File: config.mk
export PLATFORM = sky130hd
export DESIGN_NAME = aack_timer
export DESIGN_NICKNAME = d
export VERILOG_FILES = /design/src/rtl/aack_timer_pkg.sv /design/src/rtl/aack_timer_dp.sv /design/src/rtl/aack_timer_ctrl.sv /design/src/rtl/aack_timer.sv
export SDC_FILE = /design/constraint.sdc
export NUM_CORES = 1
export LEC_CHECK = 0
export BUFFER_PORTS_ARGS = -buffer_cell sky130_fd_sc_hd__buf_2
export CORE_AREA = 4 4 41 43
export CTS_CLUSTER_DIAMETER = 200
export DETAILED_ROUTE_END_ITERATION = 10
export DIE_AREA = 0 0 45 47
export PLACE_DENSITY = 0.73
export SETUP_SLACK_MARGIN = 0.5
export SYNTH_ARGS = -nofsm -noshare
export SYNTH_HDL_FRONTEND = slang
export SYNTH_SLANG_ARGS = --single-unit
File: constraint.sdc
create_clock -name clk -period 1.92 [get_ports clk]
set_input_delay 0.096 -clock clk [delete_from_list [all_inputs] [get_ports clk]]
set_output_delay 0.096 -clock clk [all_outputs]
set_load 0.02 [all_outputs]
File: src/rtl/aack_timer_pkg.sv
package aack_timer_pkg;
  typedef struct packed {
    logic load;   // capture wait values at transfer start
    logic count;  // decrement running counters
  } ctrl_strobe_t;

  localparam int NUM_CNT = 2;
  localparam int CNT_ADDR = 0;
  localparam int CNT_SNOOP = 1;
endpackage

File: src/rtl/aack_timer_dp.sv
module aack_timer_dp
  import aack_timer_pkg::*;
#(
  parameter int WS_W = 3
) (
  input  logic            clk,
  input  logic            rst,
  input  ctrl_strobe_t    strobe,
  input  logic            bridgeInit,
  input  logic            compatMode,
  input  logic [WS_W-1:0] hitDly,
  input  logic [WS_W-1:0] aphaseWs,
  input  logic [WS_W-1:0] snoopWs,
  output logic            waitDone,
  output logic            snoopDone
);
  localparam logic [WS_W-1:0] ONE = WS_W'(1);

  logic [WS_W-1:0] procWait;
  logic [WS_W-1:0] effWait;
  logic [WS_W-1:0] loadVal [NUM_CNT];
  logic [WS_W-1:0] cntVal  [NUM_CNT];
  logic            cntZero [NUM_CNT];

  always_comb begin
    procWait = (hitDly > aphaseWs) ? hitDly : aphaseWs;
    if (compatMode && procWait == '0) procWait = ONE;
    effWait = bridgeInit ? snoopWs : procWait;
  end

  assign loadVal[CNT_ADDR]  = effWait;
  assign loadVal[CNT_SNOOP] = snoopWs;

  for (genvar i = 0; i < NUM_CNT; i++) begin : g_cnt
    always_ff @(posedge clk) begin
      if (rst) begin
        cntVal[i] <= '0;
      end else if (strobe.load) begin
        cntVal[i] <= loadVal[i];
      end else if (strobe.count && cntVal[i] != '0) begin
        cntVal[i] <= cntVal[i] - ONE;
      end
    end
    assign cntZero[i] = (cntVal[i] == '0);
  end

  assign waitDone  = cntZero[CNT_ADDR];
  assign snoopDone = cntZero[CNT_SNOOP];

  AST_PROC_WAIT_MAX: assert property (@(posedge clk) disable iff (rst)
    (strobe.load && !bridgeInit) |=>
      (cntVal[CNT_ADDR] >= $past(hitDly) && cntVal[CNT_ADDR] >= $past(aphaseWs)));

  AST_COUNT_DOWN: assert property (@(posedge clk) disable iff (rst)
    (strobe.count && !strobe.load && cntVal[CNT_ADDR] != '0) |=>
      (cntVal[CNT_ADDR] == $past(cntVal[CNT_ADDR]) - ONE));

  AST_BRIDGE_WAIT: assert property (@(posedge clk) disable iff (rst)
    (strobe.load && bridgeInit) |=> (cntVal[CNT_ADDR] == $past(snoopWs)));

  AST_COMPAT_MIN: assert property (@(posedge clk) disable iff (rst)
    (strobe.load && !bridgeInit && compatMode) |=> (cntVal[CNT_ADDR] != '0));
endmodule

File: src/rtl/aack_timer_ctrl.sv
module aack_timer_ctrl
  import aack_timer_pkg::*;
(
  input  logic         clk,
  input  logic         rst,
  input  logic         tsValid,
  input  logic         addrOnly,
  input  logic         dataBusy,
  input  logic         waitDone,
  input  logic         snoopDone,
  output ctrl_strobe_t strobe,
  output logic         aack,
  output logic         retryWin
);
  logic active;
  logic pipeHold;
  logic accept;
  logic ackNow;

  assign accept = tsValid && !active;
  assign ackNow = active && waitDone && snoopDone && !(pipeHold && dataBusy);

  always_ff @(posedge clk) begin
    if (rst) begin
      active   <= 1'b0;
      pipeHold <= 1'b0;
    end else if (accept) begin
      active   <= 1'b1;
      pipeHold <= dataBusy && !addrOnly;
    end else begin
      if (ackNow) active <= 1'b0;
      if (ackNow || !dataBusy) pipeHold <= 1'b0;
    end
  end

  always_comb begin
    strobe.load  = accept;
    strobe.count = active;
  end

  assign aack     = ackNow;
  assign retryWin = accept || (active && !snoopDone);

  AST_ONE_PULSE: assert property (@(posedge clk) disable iff (rst)
    aack |=> !aack);
endmodule

File: src/rtl/aack_timer.sv
module aack_timer
  import aack_timer_pkg::*;
#(
  parameter int WS_W = 3
) (
  input  logic            clk,
  input  logic            rst,
  input  logic            tsValid,
  input  logic            addrOnly,
  input  logic            bridgeInit,
  input  logic            dataBusy,
  input  logic            compatMode,
  input  logic [WS_W-1:0] hitDly,
  input  logic [WS_W-1:0] aphaseWs,
  input  logic [WS_W-1:0] snoopWs,
  output logic            aack,
  output logic            retryWin
);
  ctrl_strobe_t strobe;
  logic         waitDone;
  logic         snoopDone;

  aack_timer_ctrl u_ctrl (
    .clk       (clk),
    .rst       (rst),
    .tsValid   (tsValid),
    .addrOnly  (addrOnly),
    .dataBusy  (dataBusy),
    .waitDone  (waitDone),
    .snoopDone (snoopDone),
    .strobe    (strobe),
    .aack      (aack),
    .retryWin  (retryWin)
  );

  aack_timer_dp #(.WS_W(WS_W)) u_dp (
    .clk        (clk),
    .rst        (rst),
    .strobe     (strobe),
    .bridgeInit (bridgeInit),
    .compatMode (compatMode),
    .hitDly     (hitDly),
    .aphaseWs   (aphaseWs),
    .snoopWs    (snoopWs),
    .waitDone   (waitDone),
    .snoopDone  (snoopDone)
  );

  AST_WIN_LOW_AT_ACK: assert property (@(posedge clk) disable iff (rst)
    aack |-> !retryWin);
endmodule

* Word-level counts from Yosys, hierarchy flattened
Memories as Yosys holds them, arrays and structs flattened.
Index checks and enable logic that the tools add are counted.
** Word-level totals
- Register bits :: 2
- Memory bits (writable) :: 6
- Bits of input ports :: 16
- Output and inout bits :: 2
- Word-level logic and storage cells :: 58
- Memories kept :: 1
** Cells by class
- Add/subtract/negate cells :: 2
- $lt $le $gt $ge :: 1
- Multiplexer cells :: 24
- Bitwise logic cells :: 4
- Reductions and logical operators :: 24
** Memories
- u_dp.cntVal :: depth 2, width 3, rd ports 2, clocked after Yosys merged registers in 0, write ports 2, line aack_timer_dp.sv:22 : logic [WS_W-1:0] cntVal [NUM_CNT];
** Operators by type and width (number)
- 3-bit two-way mux :: 7
- 1-bit two-way mux :: 17
- 1-bit logical AND :: 10
- 3-bit zero test :: 3
- 3-bit nonzero test :: 2
- 3-bit by 1-bit subtractor with 3-bit output, second input constant :: 2
- 1-bit zero test :: 5
- 1-bit OR :: 4
- 2-bit nonzero test :: 2
- 3-bit > comparator :: 1
- 1-bit logical OR :: 2

* Logic depth before layout (Yosys ltp)
Gate-level depths: netlist of run 1.
- Depth in word-level cells :: 8
- Gate-level depth with buffers :: 7
- Gate-level depth less buffers :: 7

* Cells and area by module
Synthesis of run 1 repeated with hierarchy kept, for this count alone.
** Unflattened totals
- Cell total of the unflattened synthesis :: 71
- Area total of the unflattened synthesis :: 648.1 µm²
** Modules (own cells, without submodules)
- aack_timer_dp :: instances 1, cells each 57, area each 523.0 µm², seq. area each 180.2 µm²
- aack_timer_ctrl :: instances 1, cells each 14, area each 125.1 µm², seq. area each 40.0 µm²

* Worst setup path before layout of run 1
Ideal clock, no wire load.
- Kind :: input-to-reg
- Start point :: input aphaseWs[2]
- End point :: memory u_dp.cntVal[0][0] (data pin)
- Library setup time :: 0.152 ns
- Data arrival time :: 1.421 ns
- Data required time :: 1.768 ns
- Slack :: 0.347 ns
- Stages on the path :: 7
- Buffers on the path :: 0
- Cell sequence :: inv_1 ha_1 a21oi_1 o21ai_2 a311o_1 o32a_1 o21ai_0
** RTL lines
- start, declared :: line aack_timer.sv:14 : input logic [WS_W-1:0] aphaseWs,
- end, declared :: line aack_timer_dp.sv:22

==> impl_results.md, run 1 <==
- Largest net degree at the start of global routing: 7
- Vias in the first global route: ~580
- Initial Util: 0.4779
- Post-Syn Area: ~620 sq um
- Status: finished, final reports clean
- Core Util, Final: 0.6567
- Post-synthesis cell type with the largest combined area: edfxtp_1
- # IOs: 18
- Total die area: around 0.0021 sq mm
- Critical path type: reg -> out
- Worst-Margin Slew: 0.3255 ns
- Tmin final: roughly 1.5 ns
- DIE HEIGHT: ~47 um
- Syn nets: 95
- Cell variety after synth: 26
- Area Overhead vs Synth: 37.42%
- Async S/R FF share, synth: 0
- Endpoint type of the worst setup path: primary output
- Global-route wire length before repair: about 2.3 mm
- Commonest non-fill, non-tap cell in the layout: buf_2
- Synth Flop Type: edfxtp_1
- Fillers: 119
- Clock skew: about 0.00045 ns
- Hold WS: about 0.034 ns
- Max-cap check violation count: 0
- Number of diodes: 0
- # H-tree levels: 1
- CP startpoint kind: flip-flop
- Die width: between 40 and 50 um
- Cell Pwr Density: slightly above 700 mW/mm^2
- Max clock buf depth: 2
- DR WL/cell: roughly 12 um
- Clk root buf: clkbuf_4
- Post-synthesis register bit count: 8
- Vias: between 500 and 600
- Unrepaired setup endpoints after global routing: true
- DRT iter0 DRCs: 5
- HPWL after DPL: between 1 and 1.5 mm
- Synthesized instance count: 72
- Fmax: approximately 0.67 GHz
- Total grt overflow: 0
- Core outline area: approximately 0.0013 sq mm
- Critical Path AT: about 1.4 ns
- Slew Viols, Final: 0
- DRC violations left: 0
- TritonCTS clock tree: yes
- Insertion delay to the later sink of the worst-skew pair: about 0.26 ns
- Critical path required time: 1.82 ns
- Area taken by multi-input logic gates: around 420 sq um
- CTS Buf Count: 3
- Lkg Pwr: between 0.3 and 0.4 nW
- Share of the synthesized area in the top cell type: 0.2897
- Hold WC Path Type: in -> reg
- Routed vias/inst: about 5.2
- Commonest non-fill, non-tap cells in the layout: buf_2, o21ai_0, inv_1, nand2_1
- Storage cell area: roughly 220 sq um
- Yosys warning count: 0
- Layout Nets: about 120
- Crit Path Max Fanout: 2
- Mean post-synth cell area: about 8.6 sq um
- Final RePlAce weighted congestion: 0.7813
- Synth top area cells: edfxtp_1, ha_1, o21ai_0
- Sequential fraction of the synthesis area: 0.3541
- Initial antenna violation count: 0
- Final Cycle Share: 0.7766
- Worst-path clk slew: around 0.060 ns
- Final antenna-violating net count: 0
- Layout cells sized above 1: 0.4184
- PortBufs: 17
- # setup viols final: 0
- Post-synth EDFFs: 6
- Final setup TNS: 0 ns
- Final Hold Viols: 0
- Drt total wl: 1.363 mm
- GRT Total Usage: 0.1500
- Slew HR: 0.7774
- TritonRoute pass-1 iters: 4
- Clock sink count: 8
- Max IR drop VDD: ~0.0005 V
- Rows: 13
==> per-layer routing <==
layer | routed length, um | track usage | up-vias
met2 | 607 | 0.2232 | 13
li1 | - | - | 311
met5 | 0 | 0 | -
met4 | 13 | 0.07018 | 0
met1 | 668 | 0.1920 | 265
met3 | 74 | 0.05747 | 2
==> state kept, by name, indices dropped and copies added, names as in the netlist <==
signal	cells
u_ctrl.pipeHold	1
u_ctrl.active	1
u_dp.cntVal	6
==> cell type report <==
cell class / count / area share
multi-input cells: 53 / 0.4876
flip-flops and latches: 8 / 0.2577
repair buffers: 22 / 0.1508
inverters: 11 / 0.05124
clock buffers: 4 / 0.03075
well taps: 15 / 0.02196
==> stage by stage <==
| stage | setup WS, ns | total power [mW] | std cells | area, sq um |
|---|---|---|---|---|
| 3_5_place_dp | 0.2354 | 0.4134 | 105 | 755.7 |
| 3_3_place_gp | 0.2692 | 0.4053 | 105 | 755.7 |
| 5_1_grt | 0.3480 | 0.6538 | 113 | 854.6 |
| 2_1_floorplan | 0.3916 | 0.3583 | 72 | 644.4 |
| 6_report | 0.4289 | 0.6099 | 113 | 854.6 |
| 4_1_cts | 0.4077 | 0.5872 | 110 | 815.8 |
==> cell families after synthesis <==
group / synth area share
fa+ha+maj: 0.1408
mux: 0.03621
buf+inv: 0.06640
compound gates: 0.2234
simple gates: 0.1650
flops: 0.3541
xor+xnor: 0.01409
==> power by group <==
| group | switching (mW) | internal (mW) |
|---|---|---|
| logic | 0.112 | 0.118 |
| clock network | 0.0662 | 0.0801 |
| registers | 0.0177 | 0.216 |
==> worst max-delay path, cell delays in order, from the launching register on <==
cell and delay, ns:
edfxtp_1 0.40, inv_2 0.10, ha_4 0.15, inv_4 0.04, nor3b_4 0.17, and2_4 0.17
buf_6 0.11
==> timing repair <==
action                                  4_1_cts  5_1_grt
resized for setup                             9        5
pin swaps                                     3        4
setup buffers                                 1        3
hold buffers                                  0        0
endpoints found under the setup margin        2        2
==> synth_stat cells, drive strengths merged, types with 2 or more instances <==
cell type and instances:
nor2 6, nand3 2, dfxtp 2, ha 7
inv 11, a21oi 2, nand2 7, mux2 2
nor2b 3, edfxtp 6, o21ai 10
==> path summary, 6_finish.rpt <==
check	start	slack, ns	to	depth (start not counted)
max	u_dp.cntVal[0][0]	0.43	aack	6
min	addrOnly	0.03	u_ctrl.pipeHold	2
max reg2reg	u_dp.cntVal[0][0]	0.48	u_dp.cntVal[0][2]	6
min reg2reg	u_ctrl.pipeHold	0.51	u_ctrl.pipeHold	2
(Power assumes the default switching activity.)
==> run 2, diff against run 1 <==
==> constraint.sdc (replaced) <==
create_clock -name clk -period 1.4 [get_ports clk]
set_input_delay 0.07 -clock clk [delete_from_list [all_inputs] [get_ports clk]]
set_output_delay 0.07 -clock clk [all_outputs]
set_load 0.02 [all_outputs]
==> run 2 against run 1 <==
Net effect: non-clock buffer count up 13; clock skew up 0.014 ns; sequential power up 39%; hold slack better by 0.083 ns; critical endpoint unchanged; the run now ends with setup timing left.
==> impl_results.md, run 2 (synthesized netlist as in run 1, its figures left out) <==
- NetSw: 379.4 uW (+94%)
- HPWL after DPL: 1.160 mm (+8.4%)
- Most flops, register: u_dp.cntVal
- DIE HEIGHT: 47 um (unchanged)
- Final antenna-violating net count: 0 (unchanged)
- PortBufs: 17 (unchanged)
- Crit Path Max Fanout: 2 (unchanged)
- Gr busiest metal: met2
- Crit-path leading delay family: flip-flops
- Final Hold Viols: 0 (unchanged)
- Fmax: between 0.6 and 0.7 GHz
- Unrepaired setup endpoints after global routing: true
- Worst-path clk slew: 0.06 ns (about the same)
- Global-route wire length before repair: 2.856 mm (+26%)
- Final RePlAce weighted congestion: 0.7766 (-0.60%)
- Sw frac: 0.3491 (+0.02806)
- Worst hold stages: 2 (unchanged)
- Slew Viols, Final: 0 (unchanged)
- Largest net degree at the start of global routing: 7 (unchanged)
- Drt total wl: 2.252 mm (+65%)
- Layout cells sized above 1: 0.6545 (+0.2362)
- HP Start: rst
- DR WL/cell: 17.87 um (+48%)
- Max-cap check violation count: 0 (unchanged)
- Rows: 13 (unchanged)
- TritonRoute pass-1 iters: 4 (unchanged)
- Insertion delay to the later sink of the worst-skew pair: 0.27 ns (about the same)
- Reg power frac: 0.299 (-0.084)
- Clock power share: 0.169 (-0.071)
- Worst R2R Setup Slack: -0.10 ns (-0.58 ns)
- Initial Util: 0.4779 (unchanged)
- Commonest non-fill, non-tap cell in the layout: buf_2
- Endpoint type of the worst setup path: primary output
- GRT Total Usage: 0.1947 (+0.04469)
- Vias in the first global route: 665 (+16%)
- Worst Hold Path EP: u_ctrl.active
- DRT iter0 DRCs: 18 (+13)
- Met2 Usage GRT: 0.3333 (+0.1102)
- Initial antenna violation count: 0 (unchanged)
- DRC violations left: 0 (unchanged)
- # setup viols final: 7 (+7)
- Max IR drop VDD: 0.0006150 V (+23%)
- Critical Path AT: 1.46 ns (+0.06 ns)
- # IOs: 18 (unchanged)
- Final Cycle Share: 1.096
- R2r startpoint: u_dp.cntVal[0][0]
- Area Overhead vs Synth: 84.51%
- GR Util met3: 0.05747 (unchanged)
- Crit-path cells: inv_2, ha_4, inv_4, nor3b_4, and2_4, buf_6
- Critical path type: reg -> out
- Commonest non-fill, non-tap cells in the layout: buf_2, buf_4, buf_6, ha_4, edfxtp_1
- Cell Pwr Density: 947.3 mW/mm^2 (+33%)
- Worst reg2reg endpoint: u_dp.cntVal[0][2]
- Core Util, Final: 0.8817 (+0.2250)
- Vias: 697 (+18%)
- Critical path required time: 1.33 ns (-0.49 ns)
- Failing checks: setup timing
- Pwr Total: 1.087 mW (+78%)
- Final setup TNS: -0.4203 ns (-0.4203 ns)
- Worst-Margin Slew: 0.3054 ns (-0.02015 ns)
- Worst Setup SP: u_dp.cntVal[0][0]
- Worst reg2reg path depth: 7 (+1)
- Largest registers: u_dp.cntVal x6, u_ctrl.active x1, u_ctrl.pipeHold x1
- Crit-path slowest cell: edfxtp_1
- Tmin final: between 1.5 and 2 ns
- Crit path largest cell delay: 0.41 ns (about the same)
- Lkg Pwr: 0.4967 nW (+29%)
- Total die area: 0.002115 sq mm (unchanged)
- Clock skew: 0.01487 ns (+0.01443 ns)
- Die width: 45 um (unchanged)
- # H-tree levels: 1 (unchanged)
- Layout Nets: 135 (+11%)
- Status: finished with violations
- Routed vias/inst: 5.532 (+5.8%)
- Hold WC Path Type: in -> reg
- Slew HR: 0.7960 (+0.01865)
- Internal Power: 707.5 uW (+71%)
- Worst path buffer plus inverter count: 3 (unchanged)
- Met1 usage: 0.2225 (+0.03044)
- Combinational power share: 0.532 (+0.155)
- CP startpoint kind: flip-flop
- Hold WS: 0.1163 ns (+0.08270 ns)
- Total grt overflow: 0 (unchanged)
- CTS Buf Count: 3 (unchanged)
- Clk root buf: clkbuf_4
- Core outline area: 0.001301 sq mm (unchanged)
- TritonCTS clock tree: yes
- Clock sink count: 8 (unchanged)
- Final Worst Setup Slack: -0.1344 ns (-0.5633 ns)
- Max clock buf depth: 2 (unchanged)
- Max reg flops: 6 (unchanged)
run 2: cell count changes in the layout (fill, tap and decap cells not counted), moves of 3 or more:
| cell | before | now |
|---|---|---|
| ha_1 | 4 | 1 |
| buf_4 | 5 | 13 |
| inv_1 | 8 | 4 |
| buf_6 | 1 | 7 |
| nand2_1 | 7 | 4 |
| o21ai_0 | 9 | 4 |
| ha_4 | 2 | 6 |
| o21ai_1 | 0 | 3 |
run 2: worst register-to-register path: stages, from the launching register on:
cell	delay [ns]
edfxtp_1	0.41
inv_2	0.11
buf_4	0.11
buf_6	0.09
ha_4	0.12
mux2_4	0.29
nand2_1	0.07
o21ai_1	0.06
run 2: power groups by stage:
stage / combinational, mW / sequential [mW] / clock (mW)
after global placement: 0.304 / 0.317 / 0
after global routing: 0.616 / 0.329 / 0.196
after detailed placement: 0.310 / 0.319 / 0
final: 0.579 / 0.325 / 0.184
after floorplan: 0.212 / 0.317 / 0
after CTS: 0.448 / 0.321 / 0.180
run 2: final cells by class:
type                       count  area, sq um
multi-input combinational     53        566.8
timing repair buffer          35        256.5
sequential                     8        221.5
fill                          55        153.9
inverter                      11        58.81
clock buffer                   3        22.52
tap                           15        18.77
antenna                        1        2.502
run 2: through the flow:
stage | cells | area, sq um | setup WS (ns)
4_1_cts | 120 | 1044 | -0.09339
2_1_floorplan | 72 | 703.2 | -0.03279
3_3_place_gp | 111 | 859.6 | -0.2646
6_report | 126 | 1147 | -0.1344
5_1_grt | 125 | 1145 | -0.1874
3_5_place_dp | 111 | 859.6 | -0.3242
run 2: timing repair:
| action | 4_1_cts | 5_1_grt |
|---|---|---|
| hold endpoints to repair | 0 | 1 |
| resized for setup | 31 | 13 |
| setup buffers | 6 | 4 |
| hold buffers | 0 | 1 |
| endpoints found under the setup margin | 16 | 16 |
| pin swaps | 7 | 8 |
run 2: routing by layer:
metal / vias to the layer above / wire length [um]
met1: 337 / 881
met2: 23 / 1254
met3: 4 / 89
met5: - / 0
met4: 0 / 26
li1: 333 / -
run 2: worst max path at each step:
stage | endpoint | slack (ns) | cells after the start
2_1_floorplan | u_dp.cntVal[0][0] | -0.03 | 7
3_3_place_gp | u_dp.cntVal[0][0] | -0.26 | 8
3_5_place_dp | u_dp.cntVal[0][0] | -0.32 | 8
4_1_cts | aack | -0.09 | 6
5_1_grt | aack | -0.19 | 6
6_report | aack | -0.13 | 6
==> run 3, diff against run 2 <==
--- a/config.mk
+++ b/config.mk
@@ -6,11 +6,11 @@
 export NUM_CORES = 1
 export LEC_CHECK = 0
 export BUFFER_PORTS_ARGS = -buffer_cell sky130_fd_sc_hd__buf_2
-export CORE_AREA = 4 4 41 43
+export CORE_MARGIN = 4
+export CORE_UTILIZATION = 40
 export CTS_CLUSTER_DIAMETER = 200
 export DETAILED_ROUTE_END_ITERATION = 10
-export DIE_AREA = 0 0 45 47
-export PLACE_DENSITY = 0.73
+export MAX_ROUTING_LAYER = met4
 export SETUP_SLACK_MARGIN = 0.5
 export SYNTH_ARGS = -nofsm -noshare
 export SYNTH_HDL_FRONTEND = slang
==> run 3 against run 2 <==
Net effect: the flow still finishes with violations (setup timing); die area is 6.4% higher; clock-buffer cell count grew 1; register-to-register slack about the same; via count fell by 2.7%; routed wire length decreased by 8.9%; clock skew decreased by 0.0034 ns; non-clock buffer count increased by 6; clock power up 18%; total power rose by 3.2%; sequential share of layout area down 0.79 points; largest cell class unchanged.
==> impl_results.md, run 3 (synthesized netlist as in run 1, its figures left out) <==
- Drt total wl: 2.051 mm (-8.9%)
- Pre-CTS setup slack: -0.2654 ns (+0.05877 ns)
- Number of diodes: 0 (-1)
- Largest net degree at the start of global routing: 7 (unchanged)
- DR WL/cell: 15.54 um (-13%)
- Endpoint type of the worst setup path: primary output
- # setup viols final: 5 (-2)
- Hold WS: 0.08640 ns (-0.02995 ns)
- Unrepaired setup endpoints after global routing: true
- Final Worst Setup Slack: -0.1403 ns (-0.005865 ns)
- NetSw: 394.2 uW (+3.9%)
- DRC violations left: 0 (unchanged)
- Clk root buf: clkbuf_4
- Inst Count DP: 115 (+3.6%)
- Clock skew: 0.01151 ns (-0.003362 ns)
- Total die area: 0.002250 sq mm (+6.4%)
- DRT iter0 DRCs: 5 (-13)
- CP startpoint kind: flip-flop
- Slew Viols, Final: 0 (unchanged)
- Total grt overflow: 0 (unchanged)
- Vias in the first global route: 655 (-1.5%)
- Area Overhead vs Synth: 92.35%
- Insertion delay to the later sink of the worst-skew pair: 0.28 ns (about the same)
- TritonRoute pass-1 iters: 3 (-1)
- CTS Buf Count: 3 (unchanged)
- Vias: 678 (-2.7%)
- Design area: 0.001196 sq mm (+4.3%)
- Layout Nets: 141 (+4.4%)
- Cell Pwr Density: 938.1 mW/mm^2 (-0.98%)
- Die width: 47.43 um (+5.4%)
- Final RePlAce weighted congestion: 0.7595 (-2.2%)
- Hold WC Path Type: in -> reg
- Lkg Pwr: 0.5323 nW (+7.2%)
- Final setup TNS: -0.3229 ns (+0.09743 ns)
- Reg power frac: 0.293 (-0.006)
- HPWL after DPL: 1.209 mm (+4.2%)
- Max IR drop VDD: 0.0006376 V (+3.7%)
- Max-cap check violation count: 0 (unchanged)
- PortBufs: 17 (unchanged)
- Critical path type: reg -> out
- Worst-path clk slew: 0.07 ns (about the same)
- Largest registers: u_dp.cntVal x6, u_ctrl.active x1, u_ctrl.pipeHold x1
- Global-route wire length before repair: 2.697 mm (-5.6%)
- Status: finished with violations
- # IOs: 18 (unchanged)
- Fin cells: 132 (+4.8%)
- Tmin final: 1.540 ns (+0.005865 ns)
- Rows: 13 (unchanged)
- Crit Path Max Fanout: 2 (unchanged)
- Failing checks: setup timing
- Final antenna-violating net count: 0 (unchanged)
- Commonest non-fill, non-tap cell in the layout: buf_4
- Clock sink count: 8 (unchanged)
- Critical path required time: 1.33 ns (about the same)
- Initial antenna violation count: 0 (unchanged)
- Sw frac: 0.3513 (+0.002262)
- Slew HR: 0.7543 (-0.04168)
- Area after DPL: 889.6 sq um (+3.5%)
- # H-tree levels: 1 (unchanged)
- Final Hold Viols: 0 (unchanged)
- Internal Power: 727.8 uW (+2.9%)
- Clock power share: 0.195 (+0.026)
- Initial Util: 0.4498 (-0.02811)
- DIE HEIGHT: 47.43 um (+0.91%)
- Combinational power share: 0.513 (-0.019)
- Worst-Margin Slew: 0.3681 ns (+0.06271 ns)
- Core outline area: 0.001383 sq mm (+6.3%)
- Fmax: 0.6492 GHz (-0.38%)
- Max reg flops: 6 (unchanged)
- Commonest non-fill, non-tap cells in the layout: buf_4, buf_2, buf_6, edfxtp_1
- Final Cycle Share: 1.100 (+0.004189)
- Routed vias/inst: 5.136 (-7.1%)
- Max clock buf depth: 2 (unchanged)
- Critical Path AT: 1.47 ns (about the same)
- GRT Total Usage: 0.1803 (-0.01443)
- Most flops, register: u_dp.cntVal
- TritonCTS clock tree: yes
- Layout cells sized above 1: 0.6923 (+0.03776)
## run 3: changes by cell type in the layout (fill, tap and decap cells not counted), sizes merged
cell	change
buf	+6
diode	-1
clkbuf	+1
## run 3: metrics by stage
step | power [mW] | util
finish | 1.122 | 0.8652
global route | 1.179 | 0.8652
CTS | 0.9921 | 0.7837
detailed placement | 0.6460 | 0.6434
global placement | 0.6384 | 0.6434
floorplan | 0.5292 | -
## run 3: layout make-up
cell class,instances,area (sq um)
timing repair buffer,41,311.5
inverter,11,58.81
fill,63,186.4
clock buffer,4,26.28
multi-input combinational,53,559.3
tap,15,18.77
sequential,8,221.5
## run 3: power groups by stage
stage	clock network [mW]	registers, mW	logic (mW)
after floorplan	0	0.317	0.212
after global placement	0	0.318	0.320
after detailed placement	0	0.319	0.327
after CTS	0.201	0.320	0.471
after global routing	0.227	0.332	0.620
final	0.218	0.328	0.575
## run 3: worst paths after layout
kind                     startpoint           endpoint  slack (ns)  cells after the start
setup reg to reg  u_dp.cntVal[0][0]  u_dp.cntVal[0][2]       -0.11                      6
hold / removal           snoopWs[1]  u_dp.cntVal[1][1]        0.09                      3
setup / recovery  u_dp.cntVal[1][1]               aack       -0.14                      6
hold reg to reg     u_ctrl.pipeHold    u_ctrl.pipeHold        0.54                      2
## run 3: critical path, cell delays in order (launching register included)
cell and delay [ns]:
edfxtp_1 0.42, inv_2 0.12, ha_4 0.16, nand2_4 0.06
a21oi_2 0.14, and2_4 0.17, buf_6 0.11
## run 3: metal layers
metal,share of wire,up-vias,track usage
met5,0,-,-
met2,0.55,11,0.2968
met4,0.0098,0,0.06630
met3,0.032,3,0.05639
met1,0.41,318,0.2032
li1,-,346,-
## run 3: what timing repair did
action	CTS	global route
hold buffers	0	1
resized for setup	31	18
hold endpoints to repair	0	1
setup buffers	7	5
pin swaps	11	5
endpoints found under the setup margin	16	16
